## src/rtl/cc_pkg.sv

```systemverilog
package cc_pkg;
  typedef enum logic [1:0] {
    SRC_PIN  = 2'b00,
    SRC_SW   = 2'b01,
    SRC_LOW  = 2'b10,
    SRC_HIGH = 2'b11
  } cc_src_e;

  typedef enum logic [1:0] {
    EDGE_OFF  = 2'b00,
    EDGE_RISE = 2'b01,
    EDGE_FALL = 2'b10,
    EDGE_BOTH = 2'b11
  } cc_edge_e;

  localparam int unsigned FLAG_EVT = 0;
  localparam int unsigned FLAG_OVF = 1;
endpackage

```

## src/rtl/cc_trig.sv

```systemverilog
module cc_trig
  import cc_pkg::*;
#(
  parameter int unsigned SYNC_STAGES = 2
) (
  input  logic       clk_i,
  input  logic       rst_ni,
  input  logic       ext_i,
  input  logic       sw_trig_i,
  input  logic [1:0] src_sel_i,
  input  logic [1:0] edge_sel_i,
  input  logic       enable_i,
  output logic       trig_o
);
  localparam int unsigned LastStage = SYNC_STAGES - 1;

  logic [LastStage:0] sync_q;
  logic               lvl, lvl_q, rise, fall;
  cc_src_e            src;
  cc_edge_e           edge_mode;

  assign src       = cc_src_e'(src_sel_i);
  assign edge_mode = cc_edge_e'(edge_sel_i);

  // pin synchronizer
  generate
    if (SYNC_STAGES > 1) begin : g_chain
      always_ff @(posedge clk_i or negedge rst_ni) begin
        if (!rst_ni) sync_q <= '0;
        else         sync_q <= {sync_q[LastStage-1:0], ext_i};
      end
    end else begin : g_single
      always_ff @(posedge clk_i or negedge rst_ni) begin
        if (!rst_ni) sync_q <= '0;
        else         sync_q <= ext_i;
      end
    end
  endgenerate

  always_comb begin
    unique case (src)
      SRC_PIN:  lvl = sync_q[LastStage];
      SRC_SW:   lvl = sw_trig_i;
      SRC_LOW:  lvl = 1'b0;
      default:  lvl = 1'b1;
    endcase
  end

  // level history tracks the selected source at all times
  always_ff @(posedge clk_i or negedge rst_ni) begin
    if (!rst_ni) lvl_q <= 1'b0;
    else         lvl_q <= lvl;
  end

  assign rise = lvl & ~lvl_q;
  assign fall = ~lvl & lvl_q;

  always_comb begin
    unique case (edge_mode)
      EDGE_OFF:  trig_o = 1'b0;
      EDGE_RISE: trig_o = enable_i & rise;
      EDGE_FALL: trig_o = enable_i & fall;
      default:   trig_o = enable_i & (rise | fall);
    endcase
  end

  p_edge_off_r7: assert property (@(posedge clk_i) disable iff (!rst_ni)
    (edge_sel_i == 2'b00) |-> !trig_o);
endmodule

```

## src/rtl/cc_flags.sv

```systemverilog
module cc_flags (
  input  logic       clk_i,
  input  logic       rst_ni,
  input  logic       set_evt_i,
  input  logic       cap_trig_i,
  input  logic [1:0] clr_w1c_i,
  output logic       evt_o,
  output logic       ovf_o
);
  import cc_pkg::*;

  logic evt_q, ovf_q;

  always_ff @(posedge clk_i or negedge rst_ni) begin
    if (!rst_ni) begin
      evt_q <= 1'b0;
      ovf_q <= 1'b0;
    end else begin
      if (set_evt_i)                 evt_q <= 1'b1;
      else if (clr_w1c_i[FLAG_EVT])  evt_q <= 1'b0;
      // overwrite judged on the flag as it stood before this edge
      if (cap_trig_i && evt_q)       ovf_q <= 1'b1;
      else if (clr_w1c_i[FLAG_OVF])  ovf_q <= 1'b0;
    end
  end

  assign evt_o = evt_q;
  assign ovf_o = ovf_q;

  p_ovf_set_r10: assert property (@(posedge clk_i) disable iff (!rst_ni)
    (cap_trig_i && evt_o) |=> ovf_o);
  p_set_wins_r12: assert property (@(posedge clk_i) disable iff (!rst_ni)
    set_evt_i |=> evt_o);
  p_clear_r12: assert property (@(posedge clk_i) disable iff (!rst_ni)
    (clr_w1c_i[FLAG_EVT] && !set_evt_i) |=> !evt_o);
endmodule

```

## src/rtl/cc_dma.sv

```systemverilog
module cc_dma (
  input  logic clk_i,
  input  logic rst_ni,
  input  logic match_i,
  input  logic dma_en_i,
  input  logic dma_ack_i,
  output logic req_o
);
  logic req_q;

  always_ff @(posedge clk_i or negedge rst_ni) begin
    if (!rst_ni)                   req_q <= 1'b0;
    else if (match_i && dma_en_i)  req_q <= 1'b1;
    else if (dma_ack_i)            req_q <= 1'b0;
  end

  assign req_o = req_q;

  p_req_hold_r4: assert property (@(posedge clk_i) disable iff (!rst_ni)
    (req_o && !dma_ack_i) |=> req_o);
endmodule

```

## src/rtl/cc_channel.sv

```systemverilog
module cc_channel
  import cc_pkg::*;
#(
  parameter int unsigned CNT_W       = 16,
  parameter int unsigned SYNC_STAGES = 2
) (
  input  logic             clk_i,
  input  logic             rst_ni,
  input  logic [CNT_W-1:0] cnt_i,
  input  logic             cnt_run_i,
  input  logic             cap_mode_i,
  input  logic [1:0]       src_sel_i,
  input  logic [1:0]       edge_sel_i,
  input  logic             ext_i,
  input  logic             sw_trig_i,
  input  logic             wr_en_i,
  input  logic [CNT_W-1:0] wr_data_i,
  input  logic [1:0]       clr_w1c_i,
  input  logic             dma_en_i,
  input  logic             dma_ack_i,
  output logic [CNT_W-1:0] ccr_o,
  output logic             evt_flag_o,
  output logic             ovf_flag_o,
  output logic             dma_req_o
);
  logic [CNT_W-1:0] ccr_q;
  logic             cap_trig, cmp_match;

  cc_trig #(.SYNC_STAGES(SYNC_STAGES)) u_trig (
    .clk_i      (clk_i),
    .rst_ni     (rst_ni),
    .ext_i      (ext_i),
    .sw_trig_i  (sw_trig_i),
    .src_sel_i  (src_sel_i),
    .edge_sel_i (edge_sel_i),
    .enable_i   (cap_mode_i & cnt_run_i),
    .trig_o     (cap_trig)
  );

  assign cmp_match = !cap_mode_i && cnt_run_i && (cnt_i == ccr_q);

  always_ff @(posedge clk_i or negedge rst_ni) begin
    if (!rst_ni)                     ccr_q <= '0;
    else if (cap_trig)               ccr_q <= cnt_i;
    else if (wr_en_i && !cap_mode_i) ccr_q <= wr_data_i;
  end

  cc_flags u_flags (
    .clk_i      (clk_i),
    .rst_ni     (rst_ni),
    .set_evt_i  (cap_trig | cmp_match),
    .cap_trig_i (cap_trig),
    .clr_w1c_i  (clr_w1c_i),
    .evt_o      (evt_flag_o),
    .ovf_o      (ovf_flag_o)
  );

  cc_dma u_dma (
    .clk_i     (clk_i),
    .rst_ni    (rst_ni),
    .match_i   (cmp_match),
    .dma_en_i  (dma_en_i),
    .dma_ack_i (dma_ack_i),
    .req_o     (dma_req_o)
  );

  assign ccr_o = ccr_q;

  p_cap_load_r9: assert property (@(posedge clk_i) disable iff (!rst_ni)
    cap_trig |=> (ccr_o == $past(cnt_i)) && evt_flag_o);
  p_cap_ro_r5: assert property (@(posedge clk_i) disable iff (!rst_ni)
    (cap_mode_i && !cap_trig) |=> $stable(ccr_o));
  p_stopped_r11: assert property (@(posedge clk_i) disable iff (!rst_ni)
    !cnt_run_i |-> !cap_trig && !cmp_match);
endmodule

```

## config.mk

```make
export PLATFORM = sky130hd
export DESIGN_NAME = cc_channel
export DESIGN_NICKNAME = d
export VERILOG_FILES = /design/src/rtl/cc_pkg.sv /design/src/rtl/cc_trig.sv /design/src/rtl/cc_flags.sv /design/src/rtl/cc_dma.sv /design/src/rtl/cc_channel.sv
export SDC_FILE = /design/constraint.sdc
export NUM_CORES = 1
export LEC_CHECK = 0
export ABC_AREA = 1
export BUFFER_PORTS_ARGS = -buffer_cell sky130_fd_sc_hd__clkbuf_2
export CORE_UTILIZATION = 30
export DETAILED_ROUTE_END_ITERATION = 10
export REMOVE_ABC_BUFFERS = 1
export SETUP_SLACK_MARGIN = 0.05
export SYNTH_ARGS = -nofsm -noshare
export SYNTH_HDL_FRONTEND = slang
export SYNTH_SLANG_ARGS = --single-unit
```

## constraint.sdc

```tcl
create_clock -name clk_i -period 3.2 [get_ports clk_i]
set_input_delay 0.16 -clock clk_i [delete_from_list [all_inputs] [get_ports clk_i]]
set_output_delay 0.16 -clock clk_i [all_outputs]
set_load 0.005 [all_outputs]
```

==> key figures, run 1 <==
Worst setup path
  – R2R Setup Slk: 1.33 ns
  – Reg2Reg Depth: 7
  – Crit path top cell by count: nand2_1
  – Critical Path Fanout Max: 30
  – Critical Path, Cell by Cell: nand2_1, nand2_1, ha_1, a211oi_4, nand2_4, nand3_1, o211ai_2
  – R2r endpoint: ccr_o[9]
  – CP Class: reg2reg
  – Worst EP required: 3.35 ns
  – Worst R2R Start: u_trig.sync_q[1]
  – Worst path slowest cell: dfrtp_1
  – Crit. End Element: flip-flop
  – CP peak stage delay: 0.36 ns
  – Worst Path Arrival: 2.02 ns
  – Critical Path Start Type: flip-flop

Floorplanning
  – Y dimension of the die: 71.35 um
  – Number of cell rows: 24
  – Core ar.: 4474 um2
  – I/O pin count: 66
  – Full die area: 5090 um2
  – Chip Width: 71.35 um
  – Initial Util: 0.3224

CTS
  – Clk Latency, worst-skew pair: 0.26 ns
  – Clock Pin Slew Worst Setup and Hold Paths: 0.09 ns
  – CTS Buf Count: 3
  – Worst-case clock buffer depth: 2
  – Max H-tree Level: 1
  – CTS tree: yes
  – # clock sinks: 22
  – Clock root cell: clkbuf_8

Cells and area
  – Most frequent cells in the layout: clkbuf_2, nand2_1, inv_1
  – Inserted Diodes: 0
  – Layout cells sized above 1: 0.3492
  – Most common cell after layout, fill and taps aside: clkbuf_2
  – Layout area overhead: 29.05%
  – Fillers: 467
  – Layout Nets: 305

Run status
  – Failing checks: design-rule violations
  – Outcome: finished, violations left

Timing
  – Worst-Margin Slew: 0.5905 ns
  – Hold Fails Final Rpt: 0
  – Pins over their slew limit: 0
  – Setup TNS: 0 ns
  – Final worst slack: 1.331 ns
  – RSZ-0062 raised after global routing: false
  – FMAX: 535.1 MHz
  – Setup Skew: 0.005597 ns
  – Rel. slew slack: 0.6063
  – Post-route clock period utilization: 0.5840
  – Period minus WS final: 1.869 ns
  – Final setup viols: 0

Logic synthesis
  – YS warnings: 0
  – Avg Cell Area, Syn: 7.756 um2
  – #FFs+latches synth: 22
  – Sequential fraction of the synthesis area: 0.3816
  – Netlist Area Pre-Place: 1443 um2
  – Cells after synthesis: 186
  – Post-synth cell types: 20

Route
  – Via count: 1333
  – Via density: 4.385
  – Post-DRT Antenna Nets: 0
  – WL per Instance: 11.26 um
  – Total wire length: 3422 um
  – # DRC: 4
  – First-pass detailed-route iteration total: 9
  – Drt first-iter violations: 85

Worst hold path
  – Hold EP: u_flags.ovf_o
  – Min-delay src: clr_w1c_i[1]
  – Worst min-delay path class: in2reg
  – Hold Crit Depth: 2

Global routing
  – Total track usage: 0.1401
  – Global-route wire length before repair: 5616 um
  – Total global routing overflow: 0
  – Vias in the first global route: 1252
  – Initial antenna violation count: 0
  – Largest net degree at the start of global routing: 31

Placed design
  – IO buf count: 65
  – Placer Congestion: 0.7257
  – Pre-CTS setup slack: 1.303 ns
  – Post-DP HPWL: 2632 um

Power
  – Worst VDD drop: 0.2902 mV
  – PwrDens: 423.1 nW/um2
  – Leakage power: 1.084 nW

Flow run
  – Max cap viols: 0
==> critical path, delay by kind of cell, from the launching register on <==
family	cells	cell delay [ns]
simple gates	4	0.62
compound gates	2	0.45
fa+ha+maj	1	0.32
flops	1	0.36
==> layout make-up <==
class                   count  area (um2)  share of cell area
inverters                  32       120.1             0.06452
well taps                  52       65.06             0.03495
clock buffers               4       55.05             0.02957
repair buffers             67       345.3              0.1855
multi-input cells         127       725.7              0.3898
flip-flops and latches     22       550.5              0.2957
==> per-stage QoR <==
step	power [mW]	cells	util	cell area, um2	hold slack, ns
2_1_floorplan	0.4871	181	-	1396	-0.1356
3_3_place_gp	0.5845	298	0.3993	1787	0.1863
3_5_place_dp	0.5890	298	0.3993	1787	0.1911
4_1_cts	0.8009	304	0.4161	1862	0.06254
5_1_grt	0.8445	304	0.4161	1862	0.06937
6_report	0.7877	304	0.4161	1862	0.07322
==> routing by layer <==
metal,GRT usage,vias up,part of all wire
li1,-,718,-
met1,0.1895,572,0.50
met2,0.2360,41,0.44
met3,0.03376,2,0.054
met4,0.01333,0,0.0044
met5,0,-,0
==> synthesized netlist by cell type (all sizes together) <==
| master | n | area share |
|---|---|---|
| a21oi | 1 | 0.0035 |
| nor2 | 12 | 0.031 |
| clkbuf | 1 | 0.0052 |
| a211oi | 1 | 0.014 |
| nand4 | 2 | 0.0087 |
| o21ai | 2 | 0.0069 |
| inv | 32 | 0.083 |
| nand2 | 58 | 0.16 |
| or2 | 2 | 0.0087 |
| nand3 | 28 | 0.10 |
| buf | 4 | 0.027 |
| o22ai | 1 | 0.0043 |
| o211ai | 12 | 0.10 |
| xnor2 | 3 | 0.018 |
| ha | 5 | 0.043 |
| dfrtp | 22 | 0.38 |
==> report_power, final <==
part	total [mW]	switching [mW]	internal, mW
clock	0.206	0.0967	0.110
sequential	0.355	0.0382	0.317
combinational	0.226	0.117	0.109
total	0.788	0.252	0.535
==> registers in the layout, indices dropped and copies added (netlist names) <==
register and cells:
u_trig.lvl_q 1, u_flags.evt_o 1, u_trig.sync_q 2, u_dma.req_o 1, ccr_o 16, u_flags.ovf_o 1
==> cell families (layout without fill, tap and decap cells) <==
group / count (synthesis) / count (layout) / share of synthesized area
compound gates: 17 / 17 / 0.1327
xor+xnor: 3 / 3 / 0.01822
fa+ha+maj: 5 / 5 / 0.04337
buf+inv: 37 / 103 / 0.1154
flops: 22 / 22 / 0.3816
simple gates: 102 / 102 / 0.3088
==> worst max-delay path by stage <==
stage / startpoint / to / slack [ns] / depth (start not counted)
floorplan: u_trig.sync_q[1] / ccr_o[0] / 1.51 / 7
detailed placement: src_sel_i[1] / ccr_o[9] / 1.30 / 8
finish: u_trig.sync_q[1] / ccr_o[9] / 1.33 / 7
CTS: u_trig.sync_q[1] / ccr_o[9] / 1.33 / 7
global route: u_trig.sync_q[1] / ccr_o[15] / 1.20 / 7
global placement: src_sel_i[1] / ccr_o[9] / 1.36 / 8
==> repair_timing <==
action | CTS | global route
endpoints found under the setup margin | 0 | 0
hold endpoints to repair | 23 | 0
hold buffers | 2 | 0
resized for setup | 0 | 0
buffers inserted | 0 | 0
(Power assumes the default switching activity.)
==> run 2, diff against run 1 <==
Clock period 3.2 ns to 1.9 ns, I/O delays scaled along.
==> key figures, run 2 (synthesis results as in run 1) <==
Run status
  – Outcome: finished, violations left
  – Failing checks: design-rule violations

CTS
  – Max H-tree Level: 1
  – Clock root cell: clkbuf_8
  – Worst-case clock buffer depth: 2
  – CTS tree: yes
  – Clock Pin Slew Worst Setup and Hold Paths: 0.08 ns
  – CTS Buf Count: 3
  – # clock sinks: 22
  – Clk Latency, worst-skew pair: 0.26 ns

Route
  – First-pass detailed-route iteration total: 7
  – Via count: 1379
  – Total wire length: 3669 um
  – # DRC: 5
  – Post-DRT Antenna Nets: 0
  – Via density: 4.477
  – WL per Instance: 11.91 um
  – Drt first-iter violations: 94

Worst setup path
  – CP peak stage delay: 0.36 ns
  – Worst EP required: 2.04 ns
  – Top delay family on crit path: simple AND/OR/NAND/NOR gates
  – Crit. End Element: flip-flop
  – WP buf/inv: 1
  – Critical Path Fanout Max: 15
  – Worst R2R Start: u_trig.sync_q[1]
  – Reg2Reg Depth: 8
  – R2R Setup Slk: 0.23 ns
  – R2r endpoint: ccr_o[0]
  – Crit path top cell by count: nand2_1
  – Critical Path Start Type: flip-flop
  – Worst Path Arrival: 1.81 ns
  – CP Class: reg2reg
  – Worst path slowest cell: dfrtp_1
  – Critical Path, Cell by Cell: nand2_1, nand2_1, ha_1, a211oi_4, buf_4, nand2_8, nand3_1, o211ai_2

Placed design
  – Dpl cell area: 1794 um2
  – Placer Congestion: 0.7936
  – IO buf count: 65
  – Post-DP HPWL: 2732 um

Floorplanning
  – Chip Width: 71.35 um
  – Full die area: 5090 um2
  – Core ar.: 4474 um2
  – Number of cell rows: 24
  – Initial Util: 0.3224
  – Y dimension of the die: 71.35 um
  – I/O pin count: 66

Cells and area
  – Inserted Diodes: 0
  – Max FFs per register: 16
  – Layout Nets: 310
  – Design area: 1911 um2
  – Most common cell after layout, fill and taps aside: clkbuf_2
  – Most frequent cells in the layout: clkbuf_2, nand2_1, inv_1
  – Layout area overhead: 32.44%
  – Utilization after layout: 0.4270
  – Layout cells sized above 1: 0.3594

Timing
  – Pins over their slew limit: 0
  – Worst-Margin Slew: 0.5788 ns
  – FMAX: 597.2 MHz
  – Period minus WS final: 1.675 ns
  – Setup Skew: 0.005469 ns
  – Rel. slew slack: 0.6141
  – RSZ-0062 raised after global routing: false
  – Setup TNS: 0 ns
  – Post-route clock period utilization: 0.8813
  – Final setup viols: 0
  – Hold Fails Final Rpt: 0

Power
  – Worst VDD drop: 0.4485 mV
  – Leakage power: 1.106 nW
  – PwrDens: 677.4 nW/um2

Global routing
  – Vias in the first global route: 1282
  – Initial antenna violation count: 0
  – Total track usage: 0.1479
  – Total global routing overflow: 0
  – Global-route wire length before repair: 5913 um
  – Largest net degree at the start of global routing: 31

Flow run
  – Max cap viols: 0

Worst hold path
  – Min-delay src: clr_w1c_i[1]
  – Hold EP: u_flags.ovf_o
  – Worst min-delay path class: in2reg
  – Hold Crit Depth: 2
run 2: timing repair:
item	CTS	global route
endpoints found under the hold margin	23	0
hold buffers	2	0
gates resized for setup	0	1
setup endpoints to repair	0	15
setup buffers	0	3
run 2: worst max path at each step:
| stage | startpoint | to | depth (start not counted) |
|---|---|---|---|
| 5_1_grt | u_trig.sync_q[1] | ccr_o[4] | 10 |
| 6_report | u_trig.sync_q[1] | ccr_o[0] | 8 |
| 4_1_cts | u_trig.sync_q[1] | ccr_o[0] | 7 |
| 3_5_place_dp | u_trig.sync_q[1] | ccr_o[0] | 7 |
| 2_1_floorplan | u_trig.sync_q[1] | ccr_o[0] | 7 |
| 3_3_place_gp | u_trig.sync_q[1] | ccr_o[9] | 7 |
run 2: metrics by stage:
stage               instances  setup slack, ns  hold slack (ns)  power, mW
floorplan                 181           0.2055          -0.2006     0.8204
global placement          299           0.1714           0.1194     0.9876
detailed placement        299          0.08985           0.1220      1.000
CTS                       304          0.07851         0.009554      1.297
global route              308          0.07333         0.006677      1.390
finish                    308           0.2254          0.01698      1.294
run 2: area by class of cell:
class / instances / area (um2)
clock buffer: 3 / 41.29
sequential: 22 / 550.5
fill: 486 / 2564
tap: 52 / 65.06
multi-input combinational: 128 / 745.7
inverter: 32 / 120.1
timing repair buffer: 71 / 387.9
run 2: per-layer routing:
layer | track usage | share of wire | wire (um) | up-vias
met2 | 0.2529 | 0.47 | 1739 | 39
met1 | 0.1878 | 0.46 | 1690 | 606
li1 | - | - | - | 732
met3 | 0.04219 | 0.060 | 221 | 2
met5 | 0 | 0 | 0 | -
met4 | 0.02667 | 0.0049 | 18 | 0
run 2: report_power, final:
group / switching, mW / total (mW) / internal [mW]
logic: 0.215 / 0.411 / 0.196
registers: 0.0622 / 0.596 / 0.533
clock network: 0.146 / 0.288 / 0.141
total: 0.424 / 1.29 / 0.871
run 2: worst register-to-register path: stages (launching register included):
cell and delay (ns):
dfrtp_1 0.36, nand2_1 0.06, nand2_1 0.08, ha_1 0.32
a211oi_4 0.22, buf_4 0.18, nand2_8 0.10, nand3_1 0.14
o211ai_2 0.09
